--- src/rtl/rwg_pkg.sv ---
package rwg_pkg;
  localparam int unsigned NUM_REG = 3;

  function automatic int unsigned max3(input int unsigned a, input int unsigned b,
                                       input int unsigned c);
    int unsigned m;
    m = (a > b) ? a : b;
    return (m > c) ? m : c;
  endfunction
endpackage

--- src/rtl/lfsr_cell.sv ---
module lfsr_cell #(
  parameter int unsigned L    = 17,
  parameter logic [31:0] TAPS = 32'h9,
  parameter logic [31:0] DFLT = 32'h1
) (
  input  logic         clk,
  input  logic         rst_n,
  input  logic         step,
  input  logic         load,
  input  logic [L-1:0] seed,
  output logic [L-1:0] state
);
  localparam logic [L-1:0] MASK = TAPS[L-1:0];
  localparam logic [L-1:0] DEF  = DFLT[L-1:0];

  logic         fb;
  logic [L-1:0] nxt;
  logic [L-1:0] seed_ok;

  assign fb      = ^(state & MASK);
  assign nxt     = {fb, state[L-1:1]};
  assign seed_ok = (seed == '0) ? DEF : seed;

  always_ff @(posedge clk or negedge rst_n) begin
    if (!rst_n)    state <= DEF;
    else if (load) state <= seed_ok;
    else if (step) state <= nxt;
  end
endmodule

--- src/rtl/mix_shift.sv ---
module mix_shift #(
  parameter int unsigned W = 16,
  parameter int unsigned N = 3
) (
  input  logic         clk,
  input  logic         rst_n,
  input  logic         step,
  input  logic [N-1:0] bits,
  output logic [W-1:0] stream
);
  logic comb_bit;
  assign comb_bit = ^bits;

  always_ff @(posedge clk or negedge rst_n) begin
    if (!rst_n)    stream <= '0;
    else if (step) stream <= {comb_bit, stream[W-1:1]};
  end
endmodule

--- src/rtl/cycle_sampler.sv ---
module cycle_sampler #(
  parameter int unsigned W = 16
) (
  input  logic         clk,
  input  logic         rst_n,
  input  logic         cyc_start,
  input  logic [W-1:0] stream,
  output logic [W-1:0] word,
  output logic         word_valid
);
  always_ff @(posedge clk or negedge rst_n) begin
    if (!rst_n) begin
      word       <= '0;
      word_valid <= 1'b0;
    end else if (cyc_start) begin
      word       <= stream;
      word_valid <= 1'b1;
    end
  end
endmodule

--- src/rtl/rand_word_gen.sv ---
module rand_word_gen
  import rwg_pkg::*;
#(
  parameter int unsigned WORD_W = 16,
  parameter int unsigned LEN0   = 17,
  parameter int unsigned LEN1   = 19,
  parameter int unsigned LEN2   = 23,
  parameter logic [31:0] TAP0   = 32'h0000_0009,
  parameter logic [31:0] TAP1   = 32'h0000_0027,
  parameter logic [31:0] TAP2   = 32'h0000_0021,
  parameter logic [31:0] DFLT0  = 32'h0001_ACE1,
  parameter logic [31:0] DFLT1  = 32'h0005_3C27,
  parameter logic [31:0] DFLT2  = 32'h006B_1D05,
  localparam int unsigned SW    = max3(LEN0, LEN1, LEN2)
) (
  input  logic              clk,
  input  logic              rst_n,
  input  logic              en,
  input  logic [2:0]        seed_load,
  input  logic [SW-1:0]     seed_val,
  input  logic              cyc_start,
  output logic [WORD_W-1:0] stream,
  output logic [WORD_W-1:0] word,
  output logic              word_valid
);
  logic [NUM_REG-1:0]         out_bits;
  logic [NUM_REG-1:0][SW-1:0] lfsr_st;

  for (genvar g = 0; g < NUM_REG; g++) begin : gen_cell
    localparam int unsigned L  = (g == 0) ? LEN0 : (g == 1) ? LEN1 : LEN2;
    localparam logic [31:0] TP = (g == 0) ? TAP0 : (g == 1) ? TAP1 : TAP2;
    localparam logic [31:0] DF = (g == 0) ? DFLT0 : (g == 1) ? DFLT1 : DFLT2;
    logic [L-1:0] q;

    lfsr_cell #(.L(L), .TAPS(TP), .DFLT(DF)) u_cell (
      .clk   (clk),
      .rst_n (rst_n),
      .step  (en),
      .load  (seed_load[g]),
      .seed  (seed_val[L-1:0]),
      .state (q)
    );
    assign out_bits[g] = q[0];
    assign lfsr_st[g]  = SW'(q);
  end

  mix_shift #(.W(WORD_W), .N(NUM_REG)) u_mix (
    .clk    (clk),
    .rst_n  (rst_n),
    .step   (en),
    .bits   (out_bits),
    .stream (stream)
  );

  cycle_sampler #(.W(WORD_W)) u_samp (
    .clk        (clk),
    .rst_n      (rst_n),
    .cyc_start  (cyc_start),
    .stream     (stream),
    .word       (word),
    .word_valid (word_valid)
  );
endmodule

--- config.mk ---
export PLATFORM = sky130hd
export DESIGN_NAME = rand_word_gen
export DESIGN_NICKNAME = d
export VERILOG_FILES = /design/src/rtl/rwg_pkg.sv /design/src/rtl/lfsr_cell.sv /design/src/rtl/mix_shift.sv /design/src/rtl/cycle_sampler.sv /design/src/rtl/rand_word_gen.sv
export SDC_FILE = /design/constraint.sdc
export NUM_CORES = 1
export LEC_CHECK = 0
export CORE_MARGIN = 5
export CORE_UTILIZATION = 60
export CTS_BUF_LIST = sky130_fd_sc_hd__clkbuf_2
export DETAILED_ROUTE_END_ITERATION = 16
export HOLD_SLACK_MARGIN = 0.05
export PLACE_DENSITY = 0.95
export SLEW_MARGIN = 20
export SYNTH_ARGS = -nofsm -noshare
export SYNTH_HDL_FRONTEND = slang
export SYNTH_SLANG_ARGS = --single-unit
--- constraint.sdc ---
create_clock -name clk -period 2.1 [get_ports clk]
set_input_delay 0.315 -clock clk [delete_from_list [all_inputs] [get_ports clk]]
set_output_delay 0.315 -clock clk [all_outputs]
set_load 0.03 [all_outputs]
==> results of run 1 <==
power by group:
part	internal, mW	leakage [nW]	switching (mW)
combinational	0.954	1.01	1.06
sequential	2.23	1.06	0.304
clock	0.408	0.0784	0.577
sequential cells by signal, indices dropped and copies added, names as in the netlist:
signal / cells
u_mix.stream: 16
u_samp.word_valid: 1
gen_cell.u_cell.state: 59
u_samp.word: 16
layout by cell type, fill, tap and decap left out, drive strengths merged:
cell type	synthesis	routed
xnor2	7	7
or4	1	1
a21oi	20	20
bufinv	0	2
a21bo	1	1
a2bb2oi	1	1
nand2	32	32
a31oi	11	11
mux2i	29	29
clkdlybuf4s50	0	59
dlymetal6s2s	0	1
dfrtp	62	62
nor2b	20	20
nor2	3	3
dfstp	30	30
a211oi	19	19
nor3	2	2
inv	6	6
o21ai	32	32
clkinvlp	0	2
clkbuf	18	12
and4	1	1
o22a	8	8
nor4	5	5
mux2	40	40
buf	9	22
dlygate4sd3	0	1
or2	1	1
metal layers:
metal  GRT usage (%)  part of all wire [%]  vias up
met2            36.8                    50       85
li1                -                     -     1417
met4            5.49                  0.98        0
met1            27.5                    43     1438
met3            4.10                   5.4        7
met5               0                     0        -
cells by family (layout without fill, tap and decap cells):
group / count (synthesis) / in the layout / synth area share, %
AO/OA/AOI/OAI: 92 / 92 / 13.4
AND/OR/NAND/NOR: 65 / 65 / 8.18
multiplexers: 69 / 69 / 17.7
buffers and inverters: 33 / 105 / 3.18
XOR/XNOR: 7 / 7 / 1.47
flip-flops: 92 / 92 / 56.0
through the flow:
step	power, mW	area, um2	instances
after floorplan	3.67	4180	358
after global placement	4.49	4980	509
after detailed placement	4.61	4980	509
after CTS	5.57	5120	526
after global routing	5.82	5120	526
final	5.54	5120	526
timing repair:
| item | in CTS | in global routing |
|---|---|---|
| hold buffers | 1 | 0 |
| resized for setup | 0 | 1 |
| endpoints found under the hold margin | 52 | 0 |
| endpoints found under the setup margin | 0 | 1 |
synth_stat cells, types with 8 or more instances:
cell,instances
nor2b_1,20
a21oi_1,20
clkbuf_1,18
dfrtp_1,62
nand2_1,31
mux2_2,40
dfstp_2,30
mux2i_1,29
o21ai_0,32
a31oi_1,11
o22a_1,8
a211oi_1,19
layout make-up:
cell class | count | area [um2] | share of cell area (%)
Multi-Input combinational cell | 233 | 1700 | 33.3
Tap cell | 96 | 120 | 2.34
Clock inverter | 4 | 75.1 | 1.46
Sequential cell | 92 | 2340 | 45.7
Timing Repair Buffer | 83 | 803 | 15.7
Clock buffer | 12 | 60.1 | 1.17
Inverter | 6 | 22.5 | 0.439
worst max path at each step:
stage / endpoint / depth (start not counted)
after floorplan: gen_cell[2].u_cell.state[0] / 4
after global placement: gen_cell[2].u_cell.state[12] / 5
after detailed placement: gen_cell[2].u_cell.state[0] / 5
after CTS: stream[14] / 1
after global routing: stream[11] / 1
final: stream[0] / 1
==> flow_metrics.env, run 1 <==
export IMPL_required_ns=1.78
export IMPL_syn_num_nets=388
export IMPL_drv_slew=0
export IMPL_yosysSeqAreaShare_pct=56.0
export IMPL_worstSkewPairLatency_ns=0.54
export IMPL_synth_seq_cells=92
export IMPL_synthCells=358
export IMPL_synth_edf_count=0
export IMPL_cp_arrival_ns=1.67
export IMPL_grt_pass1_vias=2915
export IMPL_startpoint_type="flop"
export IMPL_wirelength_mm=8.85
export IMPL_synth_top_area_share_pct=37.1
export IMPL_port_buffer_count=62
export IMPL_cp_slowest_stage_delay_ns=0.68
export IMPL_area_delta_synth_final_pct=22.7
export IMPL_drt_iter0_drc=183
export IMPL_ff2ff_path_depth=4
export IMPL_critPathTopFamily="buffers and inverters"
export IMPL_clockBufferDepth=2
export IMPL_netlist_top_cells_area="dfrtp_1, dfstp_2, mux2_2"
export IMPL_die_h_um=93.4
export IMPL_ir_drop_mv=0.333
export IMPL_cts_htree_levels=3
export IMPL_die_x_um=93.4
export IMPL_worst_path_max_delay_cell="clkdlybuf4s50_1"
export IMPL_relSlewSlack_pct=71.6
export IMPL_netlist_cell_type_count=26
export IMPL_io_pin_count=63
export IMPL_grt_max_degree=81
export IMPL_syn_area_um2=4180
export IMPL_path_clk_slew_ns=0.27
export IMPL_antenna_found_initial=0
export IMPL_synth_top_area_cell="dfrtp_1"
export IMPL_hold_slack_ns=0.183
export IMPL_cap_violations=0
export IMPL_crit_fanout=3
export IMPL_dp_worst_setup_slack_ns=0.0454
export IMPL_clock_fmax_ghz=0.503
export IMPL_period_share_pct=94.7
export IMPL_fp_dieArea_um2=8730
export IMPL_setup_viol=0
export IMPL_ff2ff_setup_slack_ns=0.85
export IMPL_diodes=0
export IMPL_start_util_pct=61.5
export IMPL_fillers=454
export IMPL_worstPathCellList="clkdlybuf4s50_1"
export IMPL_ant_nets=0
export IMPL_ys_flop_type="dfrtp_1"
export IMPL_min_path_type="input pin to async pin"
export IMPL_crit_buf_inv=1
export IMPL_core_area_um2=6790
export IMPL_viasPerCell=5.60
export IMPL_power_density_nw_per_um2=1080
export IMPL_post_route_drc_count=0
export IMPL_end_kind="primary output"
export IMPL_cts_sinks=92
export IMPL_fin_util_pct=75.4
export IMPL_post_route_min_period_ns=1.99
export IMPL_dp_hpwl_mm=6.35
export IMPL_wl_per_cell_um=16.8
export IMPL_grt_overflow_total=0
export IMPL_clockRootBuffer="clkbuf_2"
export IMPL_drive_gt1_share_pct=26.3
export IMPL_fin_nets=455
export IMPL_grt_pass1_wl_mm=14.6
export IMPL_worst_pin_slew_ns=0.423
export IMPL_cts_tree="yes"
export IMPL_p_leak_nw=2.15
export IMPL_rows=30
export IMPL_yosysWarnings=0
export IMPL_finalClockSkew_ns=0.0433
export IMPL_tns_ns=0
export IMPL_worstReg2RegEnd="gen_cell[1].u_cell.state[18]"
export IMPL_rsz0062_at_grt="no"
export IMPL_status="finished clean"
export IMPL_drt_first_pass_iters=4
export IMPL_fin_ws_ns=0.112
export IMPL_path_class="flop to primary output"
export IMPL_hold_viol=0
export IMPL_cts_made_buffers=9
export IMPL_r2r_start="gen_cell[1].u_cell.state[1]"
export IMPL_cp_startpoint="u_mix.stream[0]"
export IMPL_grtUsageTotal_pct=21.3
export IMPL_ys_async_sr_fraction_pct=100
export IMPL_avgSynthCellArea_um2=11.7
export IMPL_cts_setup_buffers=0
export IMPL_place_gp_congestion=0.823
export IMPL_num_vias=2947
Note: power is estimated with default switching activity, not from simulation.
==> run 2: changes to the inputs <==
Settings changed: SKIP_LAST_GASP from default to 1, SLEW_MARGIN 20 to 10.
==> results of run 2 <==
Final layout, timing and power as in run 1 (identical DEF).
